### src/rtl/sif_irq_pkg.sv
// Package: shared widths, flag indices and enable-bit positions of the
// serial interface interrupt logic. Assumes an 8-bit register port.
package sif_irq_pkg;
    localparam int REG_W   = 8;
    localparam int N_FLAGS = 4;
    localparam int N_EN    = 3;
    // Flag vector indices; status byte places the vector in its top bits.
    localparam int F_TXE  = 3;
    localparam int F_TEND = 2;
    localparam int F_RXF  = 1;
    localparam int F_OVR  = 0;
    // Enable vector indices; enable byte places the vector in its top bits.
    localparam int E_TXE  = 2;
    localparam int E_TEND = 1;
    localparam int E_RX   = 0;
    localparam int STAT_LO_W = REG_W - N_FLAGS;
    localparam int EN_LO_W   = REG_W - N_EN;
endpackage

### src/rtl/sif_irq_en_reg.sv
// Module: enable register. Holds the three request enables in the top bits
// of the register byte. Assumes wr_en is a single-cycle write strobe.
module sif_irq_en_reg
    import sif_irq_pkg::*;
(
    input  logic            clk,
    input  logic            rst_n,
    input  logic            wr_en,
    input  logic [N_EN-1:0] wbits,
    output logic [N_EN-1:0] en_q
);
    // Capture written enables; reset clears all of them.
    always_ff @(posedge clk) begin
        if (!rst_n)
            en_q <= '0;
        else if (wr_en)
            en_q <= wbits;
    end
endmodule

### src/rtl/sif_irq_flags.sv
// Module: status flags with hardware set and clear, and a software clear
// that needs a prior read returning 1. Set wins over every clear.
// Assumes one status access per cycle at most of each kind.
module sif_irq_flags
    import sif_irq_pkg::*;
#(
    parameter int NF = N_FLAGS
) (
    input  logic          clk,
    input  logic          rst_n,
    input  logic [NF-1:0] hw_set,
    input  logic [NF-1:0] hw_clr,
    input  logic          stat_rd,
    input  logic          stat_wr,
    input  logic [NF-1:0] wbits,
    output logic [NF-1:0] flags_q
);
    logic [NF-1:0] armed_q;

    for (genvar i = 0; i < NF; i++) begin : g_flag
        logic sw_clr;
        assign sw_clr = stat_wr & armed_q[i] & ~wbits[i];

        // Flag update: set beats hardware or software clear.
        always_ff @(posedge clk) begin
            if (!rst_n)
                flags_q[i] <= 1'b0;
            else if (hw_set[i])
                flags_q[i] <= 1'b1;
            else if (hw_clr[i] | sw_clr)
                flags_q[i] <= 1'b0;
        end

        // Arm the software clear when a read sees the flag at 1.
        always_ff @(posedge clk) begin
            if (!rst_n)
                armed_q[i] <= 1'b0;
            else if (stat_wr)
                armed_q[i] <= 1'b0;
            else if (stat_rd & flags_q[i])
                armed_q[i] <= 1'b1;
            else if (!flags_q[i])
                armed_q[i] <= 1'b0;
        end
    end
endmodule

### src/rtl/sif_irq_req.sv
// Module: registered request lines. Each line is a flag gated by its
// enable; the error line is also gated by the synchronous mode.
module sif_irq_req
    import sif_irq_pkg::*;
(
    input  logic               clk,
    input  logic               rst_n,
    input  logic [N_FLAGS-1:0] flags,
    input  logic [N_EN-1:0]    en,
    input  logic               sync_mode,
    output logic               irq_txe,
    output logic               irq_tend,
    output logic               irq_rxf,
    output logic               irq_err
);
    // Register the gated levels so requests are glitch-free.
    always_ff @(posedge clk) begin
        if (!rst_n) begin
            irq_txe  <= 1'b0;
            irq_tend <= 1'b0;
            irq_rxf  <= 1'b0;
            irq_err  <= 1'b0;
        end else begin
            irq_txe  <= flags[F_TXE]  & en[E_TXE];
            irq_tend <= flags[F_TEND] & en[E_TEND];
            irq_rxf  <= flags[F_RXF]  & en[E_RX];
            irq_err  <= flags[F_OVR]  & en[E_RX] & sync_mode;
        end
    end
endmodule

### src/rtl/sif_irq_ctrl.sv
// Module: top of the serial interface interrupt logic. Decodes the
// register port, derives flag set/clear events from core strobes and
// feeds the registered request stage. Assumes strobes are one cycle wide.
module sif_irq_ctrl
    import sif_irq_pkg::*;
(
    input  logic             clk,
    input  logic             rst_n,
    input  logic             reg_sel,
    input  logic             wr_en,
    input  logic             rd_en,
    input  logic [REG_W-1:0] wdata,
    output logic [REG_W-1:0] rdata,
    input  logic             txbuf_load,
    input  logic             txbuf_empty_evt,
    input  logic             bit9_rise,
    input  logic             rx_xfer,
    input  logic             rxbuf_read,
    input  logic             sync_mode,
    output logic             irq_txe,
    output logic             irq_tend,
    output logic             irq_rxf,
    output logic             irq_err
);
    logic [N_EN-1:0]    en_q;
    logic [N_FLAGS-1:0] flags_q;
    logic [N_FLAGS-1:0] hw_set;
    logic [N_FLAGS-1:0] hw_clr;
    logic               en_wr;
    logic               stat_wr;
    logic               stat_rd;
    logic               unused_wdata_lo;

    assign unused_wdata_lo = ^wdata[STAT_LO_W-1:0];

    // Register port decode.
    assign en_wr   = wr_en & ~reg_sel;
    assign stat_wr = wr_en &  reg_sel;
    assign stat_rd = rd_en &  reg_sel;

    // Hardware flag events from core strobes.
    always_comb begin
        hw_set         = '0;
        hw_clr         = '0;
        hw_set[F_TXE]  = txbuf_empty_evt;
        hw_set[F_TEND] = bit9_rise & flags_q[F_TXE];
        hw_set[F_RXF]  = rx_xfer;
        hw_set[F_OVR]  = rx_xfer & flags_q[F_RXF];
        hw_clr[F_TXE]  = txbuf_load;
        hw_clr[F_RXF]  = rxbuf_read;
    end

    // Read data multiplexer; unused low bits read as zero.
    always_comb begin
        if (reg_sel)
            rdata = {flags_q, {STAT_LO_W{1'b0}}};
        else
            rdata = {en_q, {EN_LO_W{1'b0}}};
    end

    sif_irq_en_reg u_en (
        .clk   (clk),
        .rst_n (rst_n),
        .wr_en (en_wr),
        .wbits (wdata[REG_W-1 -: N_EN]),
        .en_q  (en_q)
    );

    sif_irq_flags #(.NF(N_FLAGS)) u_flags (
        .clk     (clk),
        .rst_n   (rst_n),
        .hw_set  (hw_set),
        .hw_clr  (hw_clr),
        .stat_rd (stat_rd),
        .stat_wr (stat_wr),
        .wbits   (wdata[REG_W-1 -: N_FLAGS]),
        .flags_q (flags_q)
    );

    sif_irq_req u_req (
        .clk       (clk),
        .rst_n     (rst_n),
        .flags     (flags_q),
        .en        (en_q),
        .sync_mode (sync_mode),
        .irq_txe   (irq_txe),
        .irq_tend  (irq_tend),
        .irq_rxf   (irq_rxf),
        .irq_err   (irq_err)
    );
endmodule

### config.mk
export PLATFORM = sky130hd
export DESIGN_NAME = sif_irq_ctrl
export DESIGN_NICKNAME = d
export VERILOG_FILES = /design/src/rtl/sif_irq_pkg.sv /design/src/rtl/sif_irq_en_reg.sv /design/src/rtl/sif_irq_flags.sv /design/src/rtl/sif_irq_req.sv /design/src/rtl/sif_irq_ctrl.sv
export SDC_FILE = /design/constraint.sdc
export NUM_CORES = 1
export LEC_CHECK = 0
export CORE_MARGIN = 5
export CORE_UTILIZATION = 47
export CTS_CLUSTER_DIAMETER = 80
export DETAILED_ROUTE_END_ITERATION = 6
export DONT_BUFFER_PORTS = 1
export PLACE_DENSITY = 0.69
export SLEW_MARGIN = 20
export SYNTH_ARGS = -nofsm -noshare
export SYNTH_HDL_FRONTEND = slang
export SYNTH_SLANG_ARGS = --single-unit
export TNS_END_PERCENT = 100
### constraint.sdc
create_clock -name clk -period 1.5 [get_ports clk]
set_clock_uncertainty 0.2 [all_clocks]
set_input_delay 0.15 -clock clk [delete_from_list [all_inputs] [get_ports clk]]
set_output_delay 0.15 -clock clk [all_outputs]
set_load 0.005 [all_outputs]
# Yosys cells after proc, flatten, opt, wreduce, memory -nomap -nowiden
# Cells that the tools add are included.
[classes]
n_addsub = 0
multipliers = 0
div_mod_pow = 0
magnitude_cmp = 0
n_eq_ne = 4
shift = 0
mux = 17
bitwise = 30
n_reduce_logical = 5
[op_table]
columns = ["operator", "n"]
rows = [
  ["$and 1x1->1", 22],
  ["$mux 1", 16],
  ["$mux 8", 1],
  ["$ne 2x2->1 const B", 4],
  ["$reduce_bool 2->1", 4],
  ["$not 1->1", 6],
  ["$or 1x1->1", 2],
  ["$reduce_or 2->1", 1],
]
[word_totals]
reg_bits = 15
latchBits = 0
ram_bits = 0
rom_bits = 0
in_bits = 19
out_inout_bits = 12
wordCells = 69
n_memories = 0

# Logic depth before layout (Yosys ltp)
[depth]
word_depth = 6
depth_mapped = 4
depth_no_buf = 3

# Cells and area by module
# From an unflattened synthesis, not the netlist that was laid out.
[unflattened]
hier_cells = 65
hier_area_um2 = 666.9
[modules_own_cells]
columns = ["mod", "n_inst", "cells_per_inst", "area_per_inst_um2", "seq_area_each_um2"]
rows = [
  ["sif_irq_flags", 1, 34, 335.3, 160.2],
  ["sif_irq_ctrl", 1, 14, 111.4, 0.0],
  ["sif_irq_req", 1, 8, 111.4, 80.1],
  ["sif_irq_en_reg", 1, 9, 108.9, 60.1],
]

# Worst setup path before layout
# Ideal clock, no wire load.
[synth_timing]
path_type = "register to register"
startpoint = "register u_flags.armed_q[1]"
endpoint = "register u_flags.flags_q[1]"
setup_ns = 0.115
t_arrival_ns = 0.816
required_ns = 1.185
path_slack_ns = 0.370
path_stages_with_launch = 4
path_buffers = 0
period_less_slack_ns = 1.130
cell_sequence = "dfxtp_1 inv_1 o311a_1 o21a_1"
[synth_via]
elab_chain_len = 4
[synth_lines]
columns = ["item", "line_no", "text"]
rows = [
  ["start: declaration", "sif_irq_flags.sv:18", "logic [NF-1:0] armed_q;"],
  ["start signal: indexed assignment", "sif_irq_flags.sv:37", "armed_q[i] <= 1'b0;"],
  ["start signal: indexed assignment", "sif_irq_flags.sv:39", "armed_q[i] <= 1'b0;"],
  ["start signal: indexed assignment", "sif_irq_flags.sv:41", "armed_q[i] <= 1'b1;"],
  ["$and 1x1->1 (2 in a row)", "sif_irq_flags.sv:22", "assign sw_clr = stat_wr & armed_q[i] & ~wbits[i];"],
  ["$or 1x1->1", "sif_irq_flags.sv:30", "else if (hw_clr[i] | sw_clr)"],
  ["$reduce_bool 2->1 (no line)", "--", ""],
  ["end signal: indexed assignment", "sif_irq_flags.sv:27", "flags_q[i] <= 1'b0;"],
  ["end signal: indexed assignment", "sif_irq_flags.sv:29", "flags_q[i] <= 1'b1;"],
  ["end signal: indexed assignment", "sif_irq_flags.sv:31", "flags_q[i] <= 1'b0;"],
  ["end: declaration", "sif_irq_flags.sv:16", "output logic [NF-1:0] flags_q"],
]
# No other way between the ends.
# A chain may end at the register's enable or synchronous reset.

==> impl_metrics.csv <==
group,metric,value,unit
run_status,outcome,"finished clean",
global_route,grt_pass1_vias,459,
clocking,cts_buffers,3,
timing,slew_violations,0,
timing,hold_violations,0,
yosys,synth_seq_cells,15,
finish,drive_gt1_share,11.1,%
placement,place_ws,347,ps
power,powerDensity,905,mW/mm2
timing,setup_viol,0,
floorplan,die_x,46.9,um
finish,final_cells,96,
floorplan,core_area,0.00130,mm2
detailed_routing,wl_met1,527,um
clocking,clock_latency,280,ps
timing,setup_ws,31.1,ps
critical_path,cp-endpoint,"u_en.en_q[1]",
critical_path,cp-startpoint,"wdata[6]",
floorplan,ios,31,
finish,diodes,0,
detailed_routing,first_iter_violations,2,
yosys,yosysTopAreaCell,"dfxtp_1",
clocking,cts_max_path_buffers,2,
yosys,syn_area,639,um2
detailed_routing,wl_per_cell,13.4,um
power,p_int,572,uW
yosys,avgSynthCellArea,10.1,um2
clocking,cts-root-buf,"clkbuf_4",
clocking,cts_resized,0,
floorplan,dieArea,0.00220,mm2
yosys,synth_area_leaders,"dfxtp_1 (47%), mux2_2 (5.3%), mux2i_1 (4.7%)",
global_route,grt_max_degree,15,
detailed_routing,drt_first_pass_iters,3,
timing,fin_crit_sh,97.9,%
clocking,cts_tree,"done",
detailed_routing,dr_wl_met3,124,um
worst_hold_path,hold_start,"reg_sel",
finish,syn_to_final_growth,28.2,%
global_route,antenna_found_initial,0,
worst_hold_path,hold_depth,1,
critical_path,ff2ff_path_depth,3,
critical_path,cp.arrival,1450,ps
clocking,htreeDepth,1,
detailed_routing,totalWireLength,1.28,mm
placement,portBuffers,0,
global_route,groute.usage.overall,13.6,%
timing,setup_tns,0,ps
yosys,syn-instance-count,63,
placement,gp_congestion,0.660,
detailed_routing,via_count,490,
detailed_routing,wl_met2,631,um
placement,hpwl,836,um
placement,dpl.cell_count,75,
power,sw_frac_of_total,22.8,%
floorplan,rows,13,
floorplan,start_util,49.1,%
clocking,clkSlewWorstSetupHoldPaths,80,ps
yosys,ys_seq_area_share,47.0,%
power,pwr-share-clk,30.3,%
clocking,cts_setup_buffers,0,
finish,final.fill_count,105,
power,pwr-share-seq,56.9,%
finish,layout_common_cells,"dlygate4sd3_1 (17), dfxtp_1 (15), inv_1 (6)",
power,power_frac_comb,12.8,%
detailed_routing,viasPerCell,5.10,
critical_path,worstSetupPathType,"in -> reg",
critical_path,end_kind,"register",
yosys,synth.distinct_cells,21,
detailed_routing,topRoutingLayerUsed,"met3",
global_route,grt_pass1_wl,2.04,mm
critical_path,worstSetupStartpointType,"input port",
timing,period_needed,1470,ps
job,drv_cap,0,
clocking,clock_sinks,15,
timing,clock.fmax,681,MHz
yosys,ys_warn_count,0,
power,p_leak,0.000338,uW
worst_hold_path,worst_hold_path_type,"in -> out",
critical_path,path_max_fanout,2,
finish,register_area,300,um2
detailed_routing,drc,0,
critical_path,rrSetupSlack,140,ps
finish,multi_input_area,282,um2
critical_path,reg2reg_to,"u_en.en_q[1]",
yosys,synthDominantCellAreaShare,47.0,%
power,ir_worst_vdd,0.614,mV
finish,layout.nets,101,
power,switchingPower,169,uW
global_route,grt.overflow.total,0,
critical_path,critPathRequiredTime,1480,ps
finish,final_common_cell,"dlygate4sd3_1",
floorplan,die_y,46.9,um
detailed_routing,antenna_left,0,
critical_path,worstReg2RegStart,"u_en.en_q[1]",
timing,rsz0062_at_grt,"false",
[through the flow]
step | utilization (%) | hold WS, ps | total power [uW] | cell area, um2
after CTS | 63.0 | 229 | 752 | 820
after floorplan | - | 73.8 | 487 | 651
after detailed placement | 47.9 | 73.7 | 479 | 623
after global routing | 63.0 | 232 | 785 | 820
after global placement | 47.9 | 71.2 | 477 | 623
final | 63.0 | 227 | 741 | 820
[flip-flops by register name (all words and copies together), names as in the netlist]
register         flops
u_flags.armed_q      4
u_flags.flags_q      4
u_en.en_q            3
u_req.irq_err        1
u_req.irq_rxf        1
u_req.irq_tend       1
u_req.irq_txe        1
[cell type report]
| class | count | area share [%] |
|---|---|---|
| Sequential cell | 15 | 36.6 |
| Inverter | 6 | 2.75 |
| Clock buffer | 4 | 3.21 |
| Tap cell | 15 | 2.29 |
| Multi-Input combinational cell | 39 | 34.4 |
| Timing Repair Buffer | 17 | 20.8 |
[cells in the mapped netlist]
cell type / n
nor2b_1: 3
nand2_1: 3
nor2b_4: 1
mux2_2: 3
o311ai_0: 2
a21oi_1: 4
nand2_4: 1
buf_2: 1
mux2i_1: 3
nor3b_1: 4
o311a_1: 2
and4_1: 1
and3_1: 3
conb_1: 1
nand3_1: 2
buf_6: 1
inv_1: 6
and2_2: 1
buf_4: 4
dfxtp_1: 15
o21a_1: 2
[worst min-delay path by stage]
stage / endpoint
after floorplan: u_flags.flags_q[1]
after global placement: u_flags.flags_q[3]
after detailed placement: u_flags.flags_q[1]
after CTS: rdata[4]
after global routing: rdata[4]
final: rdata[4]
[cell families after synthesis]
logic type	synth area share, %
and+or+nand+nor	20.4
DFF	47.0
buffers and inverters	10.8
AOI/OAI and AO/OA	11.4
muxes	9.98
other	0.587
[layer usage]
| metal | vias up | track usage (%) |
|---|---|---|
| li1 | 246 | - |
| met1 | 224 | 15.2 |
| met2 | 20 | 23.3 |
| met3 | 0 | 6.13 |
| met4 | 0 | 3.31 |
| met5 | - | 0 |
[power by group through the flow]
| stage | registers [uW] | clock network, uW | logic, uW |
|---|---|---|---|
| finish | 422 | 225 | 94.7 |
| global route | 425 | 256 | 104 |
| CTS | 422 | 235 | 94.9 |
| detailed placement | 431 | 0 | 47.3 |
| global placement | 431 | 0 | 46.5 |
| floorplan | 428 | 0 | 59.1 |
[critical path, stage by stage]
cell and delay [ps]:
dlygate4sd3_1 550, mux2i_1 140, dlygate4sd3_1 570, nor2b_1 40
[timing repair]
item                                    CTS  global route
hold endpoints to repair                 15             1
endpoints found under the setup margin    0             1
hold buffers                             17             1
(Power assumes the default switching activity.)
